$ cat src/rtl/smb_watch_pkg.sv
// Package: shared register indices, bit positions and the bus event type.
package smb_watch_pkg;
    localparam logic [1:0] REG_STAT  = 2'd0;
    localparam logic [1:0] REG_EN    = 2'd1;
    localparam logic [1:0] REG_TADDR = 2'd2;

    localparam int BIT_MATCH = 0;
    localparam int BIT_ALERT = 1;
    localparam int BIT_BUSY  = 2;

    // One-cycle bus events derived from the synchronized lines.
    typedef struct packed {
        logic start;
        logic stop;
        logic scl_rise;
        logic scl_fall;
        logic scl;
        logic sda;
    } bus_ev_t;
endpackage

$ cat src/rtl/smb_line_sync.sv
// Module: smb_line_sync
// Brings the bus lines and the alert line into the clock domain through a
// chain of STAGES flops, then derives start/stop and clock-edge pulses.
// Assumes line changes are slow compared with clk.
module smb_line_sync
    import smb_watch_pkg::*;
#(
    parameter int STAGES = 2
) (
    input  logic    clk,
    input  logic    rst_n,
    input  logic    scl_i,
    input  logic    sda_i,
    input  logic    alert_n_i,
    output bus_ev_t ev,
    output logic    alert_act
);
    localparam int LAST = STAGES - 1;

    logic [2:0] stage_q [STAGES];
    logic       scl_prev_q;
    logic       sda_prev_q;

    genvar g;
    generate
        for (g = 0; g < STAGES; g++) begin : g_stage
            // Shift the line samples one stage down the chain.
            always_ff @(posedge clk) begin
                if (!rst_n) begin
                    stage_q[g] <= 3'b111;
                end else if (g == 0) begin
                    stage_q[g] <= {alert_n_i, sda_i, scl_i};
                end else begin
                    stage_q[g] <= stage_q[(g == 0) ? 0 : g - 1];
                end
            end
        end
    endgenerate

    // Keep the previous synchronized level for edge detection.
    always_ff @(posedge clk) begin
        if (!rst_n) begin
            scl_prev_q <= 1'b1;
            sda_prev_q <= 1'b1;
        end else begin
            scl_prev_q <= stage_q[LAST][0];
            sda_prev_q <= stage_q[LAST][1];
        end
    end

    // Decode bus events from current and previous levels.
    always_comb begin
        ev.scl      = stage_q[LAST][0];
        ev.sda      = stage_q[LAST][1];
        ev.scl_rise = ev.scl && !scl_prev_q;
        ev.scl_fall = !ev.scl && scl_prev_q;
        ev.start    = ev.scl && scl_prev_q && sda_prev_q && !ev.sda;
        ev.stop     = ev.scl && scl_prev_q && !sda_prev_q && ev.sda;
    end

    assign alert_act = !stage_q[LAST][2];
endmodule

$ cat src/rtl/smb_frame.sv
// Module: smb_frame
// Follows bits and bytes of each transfer. It flags a pending match when the
// first byte after a (repeated) start holds the target address with a write
// direction, and emits a commit pulse when a stop or repeated start arrives
// on a byte boundary. Clock low for TIMEOUT_CYC cycles drops tracking until
// the next start. Assumes the event pulses from smb_line_sync.
module smb_frame
    import smb_watch_pkg::*;
#(
    parameter int TIMEOUT_CYC = 1000
) (
    input  logic       clk,
    input  logic       rst_n,
    input  bus_ev_t    ev,
    input  logic [6:0] target_addr,
    output logic       busy,
    output logic       pend,
    output logic       commit,
    output logic       timeout
);
    localparam int TW = $clog2(TIMEOUT_CYC + 1);
    localparam logic [TW-1:0] TO_LAST = TW'(TIMEOUT_CYC - 1);

    logic          busy_q;
    logic          active_q;
    logic          rose_q;
    logic          first_q;
    logic          pend_q;
    logic [3:0]    cnt_q;
    logic [7:0]    shift_q;
    logic [TW-1:0] to_q;

    // A commit needs a pending match and a finished acknowledge.
    assign commit  = (ev.start || ev.stop) && active_q && pend_q && (cnt_q == 4'd0);
    assign timeout = active_q && !ev.scl && (to_q == TO_LAST);
    assign busy    = busy_q;
    assign pend    = pend_q;

    // Track transfer state, bit count and address comparison.
    always_ff @(posedge clk) begin
        if (!rst_n) begin
            busy_q   <= 1'b0;
            active_q <= 1'b0;
            rose_q   <= 1'b0;
            first_q  <= 1'b0;
            pend_q   <= 1'b0;
            cnt_q    <= '0;
            shift_q  <= '0;
            to_q     <= '0;
        end else if (ev.start) begin
            busy_q   <= 1'b1;
            active_q <= 1'b1;
            rose_q   <= 1'b0;
            first_q  <= 1'b1;
            pend_q   <= 1'b0;
            cnt_q    <= '0;
            to_q     <= '0;
        end else if (ev.stop) begin
            busy_q   <= 1'b0;
            active_q <= 1'b0;
            pend_q   <= 1'b0;
        end else if (timeout) begin
            active_q <= 1'b0;
            pend_q   <= 1'b0;
            to_q     <= '0;
        end else if (active_q) begin
            to_q <= ev.scl ? '0 : to_q + 1'b1;
            if (ev.scl_rise) begin
                shift_q <= {shift_q[6:0], ev.sda};
                rose_q  <= 1'b1;
            end
            if (ev.scl_fall && rose_q) begin
                rose_q <= 1'b0;
                if (cnt_q == 4'd8) begin
                    cnt_q   <= '0;
                    first_q <= 1'b0;
                end else begin
                    cnt_q <= cnt_q + 1'b1;
                end
                if (first_q && cnt_q == 4'd7) begin
                    pend_q <= (shift_q[7:1] == target_addr) && !shift_q[0];
                end
            end
        end
    end
endmodule

$ cat src/rtl/smb_regs.sv
// Module: smb_regs
// Holds write-one-to-clear status bits, the enable bits and the target
// address, returns read data and forms the interrupt level. A hardware set
// wins over a clear written in the same cycle.
module smb_regs
    import smb_watch_pkg::*;
(
    input  logic       clk,
    input  logic       rst_n,
    input  logic       reg_wr,
    input  logic [1:0] reg_addr,
    input  logic [7:0] reg_wdata,
    input  logic       commit,
    input  logic       alert_act,
    input  logic       alert_sel,
    input  logic       busy,
    output logic [7:0] reg_rdata,
    output logic [6:0] target_addr,
    output logic       match_sts,
    output logic       alert_sts,
    output logic       irq
);
    logic match_en_q;
    logic alert_en_q;
    logic clr_stat;

    assign clr_stat = reg_wr && (reg_addr == REG_STAT);

    // Update status, enables and target address.
    always_ff @(posedge clk) begin
        if (!rst_n) begin
            match_sts   <= 1'b0;
            alert_sts   <= 1'b0;
            match_en_q  <= 1'b0;
            alert_en_q  <= 1'b0;
            target_addr <= '0;
        end else begin
            if (commit) begin
                match_sts <= 1'b1;
            end else if (clr_stat && reg_wdata[BIT_MATCH]) begin
                match_sts <= 1'b0;
            end
            if (alert_sel && alert_act) begin
                alert_sts <= 1'b1;
            end else if (clr_stat && reg_wdata[BIT_ALERT]) begin
                alert_sts <= 1'b0;
            end
            if (reg_wr && reg_addr == REG_EN) begin
                match_en_q <= reg_wdata[0];
                alert_en_q <= reg_wdata[1];
            end
            if (reg_wr && reg_addr == REG_TADDR) begin
                target_addr <= reg_wdata[6:0];
            end
        end
    end

    // Select read data by register index.
    always_comb begin
        reg_rdata = '0;
        case (reg_addr)
            REG_STAT: begin
                reg_rdata[BIT_MATCH] = match_sts;
                reg_rdata[BIT_ALERT] = alert_sts;
                reg_rdata[BIT_BUSY]  = busy;
            end
            REG_EN:    reg_rdata[1:0] = {alert_en_q, match_en_q};
            REG_TADDR: reg_rdata[6:0] = target_addr;
            default:   reg_rdata = '0;
        endcase
    end

    assign irq = (match_sts && match_en_q) || (alert_sts && alert_en_q && alert_sel);
endmodule

$ cat src/rtl/smb_watch.sv
// Module: smb_watch (top)
// Passive bus monitor: line synchronizer, transfer tracker and register file.
// Assumes bus lines are slow compared with clk; never drives the bus.
module smb_watch
    import smb_watch_pkg::*;
#(
    parameter int TIMEOUT_CYC = 1000,
    parameter int SYNC_STAGES = 2
) (
    input  logic       clk,
    input  logic       rst_n,
    input  logic       scl_i,
    input  logic       sda_i,
    input  logic       alert_n_i,
    input  logic       alert_sel_i,
    input  logic       reg_wr,
    input  logic [1:0] reg_addr,
    input  logic [7:0] reg_wdata,
    output logic [7:0] reg_rdata,
    output logic       irq_o
);
    bus_ev_t    ev;
    logic       alert_act;
    logic [6:0] target_addr;
    logic       busy;
    logic       pend;
    logic       commit;
    logic       timeout;
    logic       match_sts;
    logic       alert_sts;

    smb_line_sync #(.STAGES(SYNC_STAGES)) u_sync (
        .clk       (clk),
        .rst_n     (rst_n),
        .scl_i     (scl_i),
        .sda_i     (sda_i),
        .alert_n_i (alert_n_i),
        .ev        (ev),
        .alert_act (alert_act)
    );

    smb_frame #(.TIMEOUT_CYC(TIMEOUT_CYC)) u_frame (
        .clk         (clk),
        .rst_n       (rst_n),
        .ev          (ev),
        .target_addr (target_addr),
        .busy        (busy),
        .pend        (pend),
        .commit      (commit),
        .timeout     (timeout)
    );

    smb_regs u_regs (
        .clk         (clk),
        .rst_n       (rst_n),
        .reg_wr      (reg_wr),
        .reg_addr    (reg_addr),
        .reg_wdata   (reg_wdata),
        .commit      (commit),
        .alert_act   (alert_act),
        .alert_sel   (alert_sel_i),
        .busy        (busy),
        .reg_rdata   (reg_rdata),
        .target_addr (target_addr),
        .match_sts   (match_sts),
        .alert_sts   (alert_sts),
        .irq         (irq_o)
    );
endmodule

$ cat config.mk
export PLATFORM = sky130hd
export DESIGN_NAME = smb_watch
export DESIGN_NICKNAME = d
export VERILOG_FILES = /design/src/rtl/smb_watch_pkg.sv /design/src/rtl/smb_line_sync.sv /design/src/rtl/smb_frame.sv /design/src/rtl/smb_regs.sv /design/src/rtl/smb_watch.sv
export SDC_FILE = /design/constraint.sdc
export NUM_CORES = 1
export LEC_CHECK = 0
export ABC_CLOCK_PERIOD_IN_PS = 2100
export BUFFER_PORTS_ARGS = -buffer_cell sky130_fd_sc_hd__buf_2
export CORE_UTILIZATION = 45
export DETAILED_ROUTE_END_ITERATION = 12
export GPL_TIMING_DRIVEN = 1
export REMOVE_ABC_BUFFERS = 1
export SETUP_SLACK_MARGIN = 0.15
export SYNTH_ARGS = -nofsm -noshare
export SYNTH_HDL_FRONTEND = slang
export SYNTH_HIERARCHICAL = 1
export SYNTH_SLANG_ARGS = --single-unit
$ cat constraint.sdc
create_clock -name clk -period 2.1 [get_ports clk]
set_input_delay 0.105 -clock clk [delete_from_list [all_inputs] [get_ports clk]]
set_output_delay 0.105 -clock clk [all_outputs]
set_load 0.01 [all_outputs]
After elaboration in Yosys (flattened, before gate mapping) --
Memories as Yosys holds them, arrays and structs flattened. Index checks and enable logic that the tools add are counted.
Operators by class: add/sub/neg operators 2, equality and inequality tests 8, muxes and demuxes 28, bitwise logic cells 6, reductions and logical operators 51
Operators by type and width (number):
- two-way mux 10 bit | 3
- logical AND 1 bit | 24
- two-way mux 1 bit | 19
- nonzero test 2 bit | 8
- adder 10 x 1 -> 10 bit (second input constant) | 1
- equality test 10 bit (second input constant) | 1
- AND reduction 5 bit | 2
- two-way mux 4 bit | 2
- AND reduction 4 bit | 2
- equality test 7 bit | 1
- zero test 1 bit | 6
- two-way mux 3 bit | 2
- one-hot mux 2 bit (3 select lines) | 1
- adder 4 x 1 -> 4 bit (second input constant) | 1
- equality test 4 x 3 -> 1 bit (second input constant) | 1
- equality test 4 bit (second input constant) | 1
- zero test 4 bit | 1
- inequality test 2 x 1 -> 1 bit (second input constant) | 2
- NOT 1 bit | 4
- OR reduction 4 bit | 1
- AND reduction 3 bit | 1
- nonzero test 3 bit | 1
- equality test 2 x 1 -> 1 bit (second input constant) | 1
- equality test 2 bit (second input constant) | 1
- other kinds (6) | 8
Word-level totals: bits in registers 40, bits in writable memories 6, input port bits 17, output and inout bits 9, logic and storage cells 111, memories kept 1
Memories:
- u_sync.stage_q | depth 2, width 3, rd ports 2, clocked after Yosys merged registers in 0, write ports 2, RTL line smb_line_sync.sv:20 | logic [2:0] stage_q [STAGES];

Depth between registers and ports, before layout --
An unclocked memory read counts as a cell.
word-level depth 9, depth in mapped cells 6, depth with buffers taken out 6

Hierarchy --
Netlist, hierarchy kept.
By module, submodules not included:
- smb_frame | instances 1, cells an instance 150, area an instance 1411.4 µm², seq. area each 540.5 µm²
- smb_regs | instances 1, cells an instance 65, area an instance 569.3 µm², seq. area each 220.2 µm²
- smb_line_sync | instances 1, cells an instance 23, area an instance 261.5 µm², seq. area each 160.2 µm²

Least setup slack after synthesis --
Ideal clock, no wire load.
path kind register to register, start memory u_sync.stage_q[1][0], end register u_frame.to_q[6], setup time 74 ps, arrival time 1647 ps, data required time 2026 ps, path slack 379 ps, stages on the path, launching flop included 7, buffers on the path 1, period minus slack after synthesis 1721 ps, path through dfxtp_1 -> and4b_1 -> or3b_1 -> a311oi_2 -> buf_4 -> a41oi_1 -> a31oi_1
RTL lines:
- start, declared | RTL line smb_line_sync.sv:20
- end signal, assigned | RTL line smb_frame.sv:67 | to_q <= ev.scl ? '0 : to_q + 1'b1;
- end, declared | RTL line smb_frame.sv:31 | logic [TW-1:0] to_q;

Worst setup path in the final report --
start register u_frame.to_q[0], end register u_frame.cnt_q[3]
Between the ends: word-level cells in the longest chain between the ends 4
RTL lines:
- equality test 10 bit | RTL line smb_frame.sv:35 | assign timeout = active_q && !ev.scl && (to_q == TO_LAST);
- logical AND 1 bit | RTL line smb_frame.sv:35
- NOT 1 bit (no source line)
- AND reduction 4 bit (no source line)
- end signal, assigned | RTL line smb_frame.sv:78 | cnt_q <= cnt_q + 1'b1;
- end, declared | RTL line smb_frame.sv:29 | logic [3:0] cnt_q;
Every way passes these cells. A chain may end at the register's enable or synchronous reset.

==> flow_summary.toml <==
[clocking]
clock-root-buffer = "clkbuf_8"
cts_max_path_buffers = 2
clk_latency_ps = 290
htreeDepth = 2
path_clk_slew_ps = 80
cts-buffers-inserted = 5
cts.sinks = 46
cts_tree = "yes"
cts_setup_buffers = 0

[sta]
slew_viol_final = 0
fin_tns_setup_ps = 0
fin_worst_skew_ps = 1.874
finalCriticalPeriod_ps = 1797
finalCritPeriodShare = 0.8559
final_hold_viol_count = 0
finalSetupViolCount = 0
fmax_mhz = 556.4
whs_ps = 10.67
grt_setup_unrepaired = "true"
setup_ws_ps = 302.6

[pwr]
p_int_mw = 1.296
combPwrFrac = 0.067
powerDensity_nw_per_um2 = 646.9
switching_power_mw = 0.3644
cellLeakagePower_nw = 1.101
switching_share = 0.2195
irDropWorstVdd_v = 0.0004236
p_total_mw = 1.660
power_frac_seq = 0.542
p_clk_frac = 0.391

[cells_and_area]
drive_gt1_frac = 0.1716
finalInstanceArea_um2 = 2566
area_growth_pct = 14.45
multi_input_area_um2 = 1205
seq_area_um2 = 922.1
final_nets = 287
fillers = 460
antenna_cells = 0

[placed_design]
io_buffers = 23
pre_cts_ws_ps = 260.3
postPlaceCellArea_um2 = 2414
globalplace.congestion = 0.7496
dp_hpwl_mm = 2.990

[floorplanning]
fp.dieH_um = 72.59
core_um2 = 4755
initial_core_util = 0.4716
die_w_um = 72.59
io_pins = 26
die_area_um2 = 5269
row_count = 25

[route]
vias_per_cell = 5.164
ant_nets = 0
drt_wl_total_mm = 4.124
drt_iter0_markers = 80
wl_per_cell_um = 12.31
drc = 0
drt_pass1_iterations = 4
vias = 1730

[setup_path]
path_class = "flop to flop"
path_depth = 5
path_cells = "ha_1 > and4b_4 > a311oi_4 > a41oi_1 > a311oi_1"
reg2regPathDepth = 5
crit_fanout = 7
timing.reg2reg.setup_slack_ps = 300
cp_top_family = "compound AO/OA/AOI/OAI gates"
required_ps = 2310
start_kind = "flop"
slowest_stage = "a311oi_4"
cp_num_buf_inv = 0
cp-end-kind = "flop"
slowest_delay_ps = 460
arrival_ps = 2010

[global_routing]
first_global_vias = 1695
grt_max_degree = 30
grt_remaining_overflow = 0
grt_pass1_wl_mm = 7.590
grt_use_total = 0.1828
antenna_found_initial = 0

[synth]
synth_top_area_frac = 0.4107
syn_inst = 238
avgSynthCellArea_um2 = 9.421
ys_top_cells_by_count = "dfxtp_1 (46), nand2_1 (25), mux2i_1 (22)"
synth_seq_cells = 46
ys_async_sr_fraction = 0
synth_ff_type = "dfxtp_1"
netlist.top_cell.by_area = "dfxtp_1"
yosysSeqAreaShare = 0.4107
ys_types = 50
ys_warn_count = 6
syn_area_um2 = 2242
synth-edff-count = 0
yosysMostFrequentCell = "dfxtp_1"
synth_area_leaders = "dfxtp_1 (41%), mux2i_1 (9.8%), nand2_1 (4.2%)"

[flow_run]
drv_cap = 0

[worst_hold_path]
min_path_cells = 2
hp-class = "primary input to flop"

[outcome]
status = "complete, no violations"
timing repair:
action                                  4_1_cts  5_1_grt
endpoints found under the hold margin         4        0
resized for setup                             0        2
endpoints found under the setup margin        0       12
hold buffers                                  4        0
through the flow:
| stage | util | instances |
|---|---|---|
| 2_1_floorplan | - | 225 |
| 3_3_place_gp | 0.5076 | 323 |
| 3_5_place_dp | 0.5076 | 323 |
| 4_1_cts | 0.5392 | 335 |
| 5_1_grt | 0.5397 | 335 |
| 6_report | 0.5397 | 335 |
cells by family (layout without fill, tap and decap cells):
logic type	count (synthesis)	after routing	synth area share
fa+ha+maj	3	3	0.01674
xor+xnor	9	9	0.03516
buf+inv	21	51	0.05245
compound gates	41	41	0.1440
simple gates	95	95	0.2411
other cells	1	1	0.001673
mux	22	22	0.09821
flops	46	46	0.4107
cell type report:
cell class,instances,share of cell area
Tap cell,67,0.03267
Timing Repair Buffer,35,0.08386
Clock inverter,2,0.01463
Clock buffer,6,0.02828
Inverter,8,0.01170
Multi-Input combinational cell,171,0.4695
Sequential cell,46,0.3593
worst reg2reg max path, stage by stage (launching register included):
cell and delay [ps]:
dfxtp_1 350, ha_1 250, and4b_4 230, a311oi_4 460
a41oi_1 180, a311oi_1 240
power groups by stage:
stage                     clock network [mW]  registers (mW)  logic, mW
final                                  0.649           0.900      0.111
after global routing                   0.712           0.903      0.124
after floorplan                            0           0.917     0.0573
after CTS                              0.672           0.901      0.113
after global placement                     0           0.921      0.105
after detailed placement                   0           0.921      0.106
flip-flops by register name (all words and copies together) (netlist names), 4 cells and up:
signal	count
u_sync/stage_q	6
u_frame/to_q	10
u_frame/shift_q	8
u_regs/target_addr	7
u_frame/cnt_q	4
placed cells by master, fill, tap and decap left out, drive strengths merged, types with 2 or more instances in the layout:
cell         Yosys  layout
dfxtp           46      46
buf              9      31
nand2           25      25
mux2i           22      22
nor2b           14      14
nand2b          12      12
nor2            10      10
inv              8       8
a31oi            8       8
a21oi            7       7
xor2             7       7
clkbuf           4       6
and2             5       5
dlygate4sd3      0       4
nand3            4       4
and4b            4       4
a311oi           4       4
and3             3       3
nor4             3       3
nand4            3       3
a41oi            3       3
o21ai            3       3
ha               3       3
nor3b            3       3
xnor2            2       2
a22o             2       2
o31ai            2       2
nor3             2       2
a32o             2       2
o21a             2       2
o2bb2ai          2       2
final timing paths:
check	start	to
setup / recovery	u_frame/to_q[0]	u_frame/cnt_q[3]
hold / removal	reg_wdata[1]	u_regs/alert_sts
setup reg to reg	u_frame/to_q[0]	u_frame/cnt_q[3]
hold reg to reg	u_sync/stage_q[0][0]	u_sync/stage_q[1][0]
layer usage:
| metal | track usage | wire length (um) | part of all wire |
|---|---|---|---|
| met1 | 0.2448 | 2051 | 0.50 |
| met2 | 0.2949 | 1922 | 0.47 |
| met3 | 0.03729 | 108 | 0.026 |
| met4 | 0.05882 | 42 | 0.010 |
| met5 | 0 | 0 | 0 |
No activity file was read; power rests on OpenSTA's default activity.
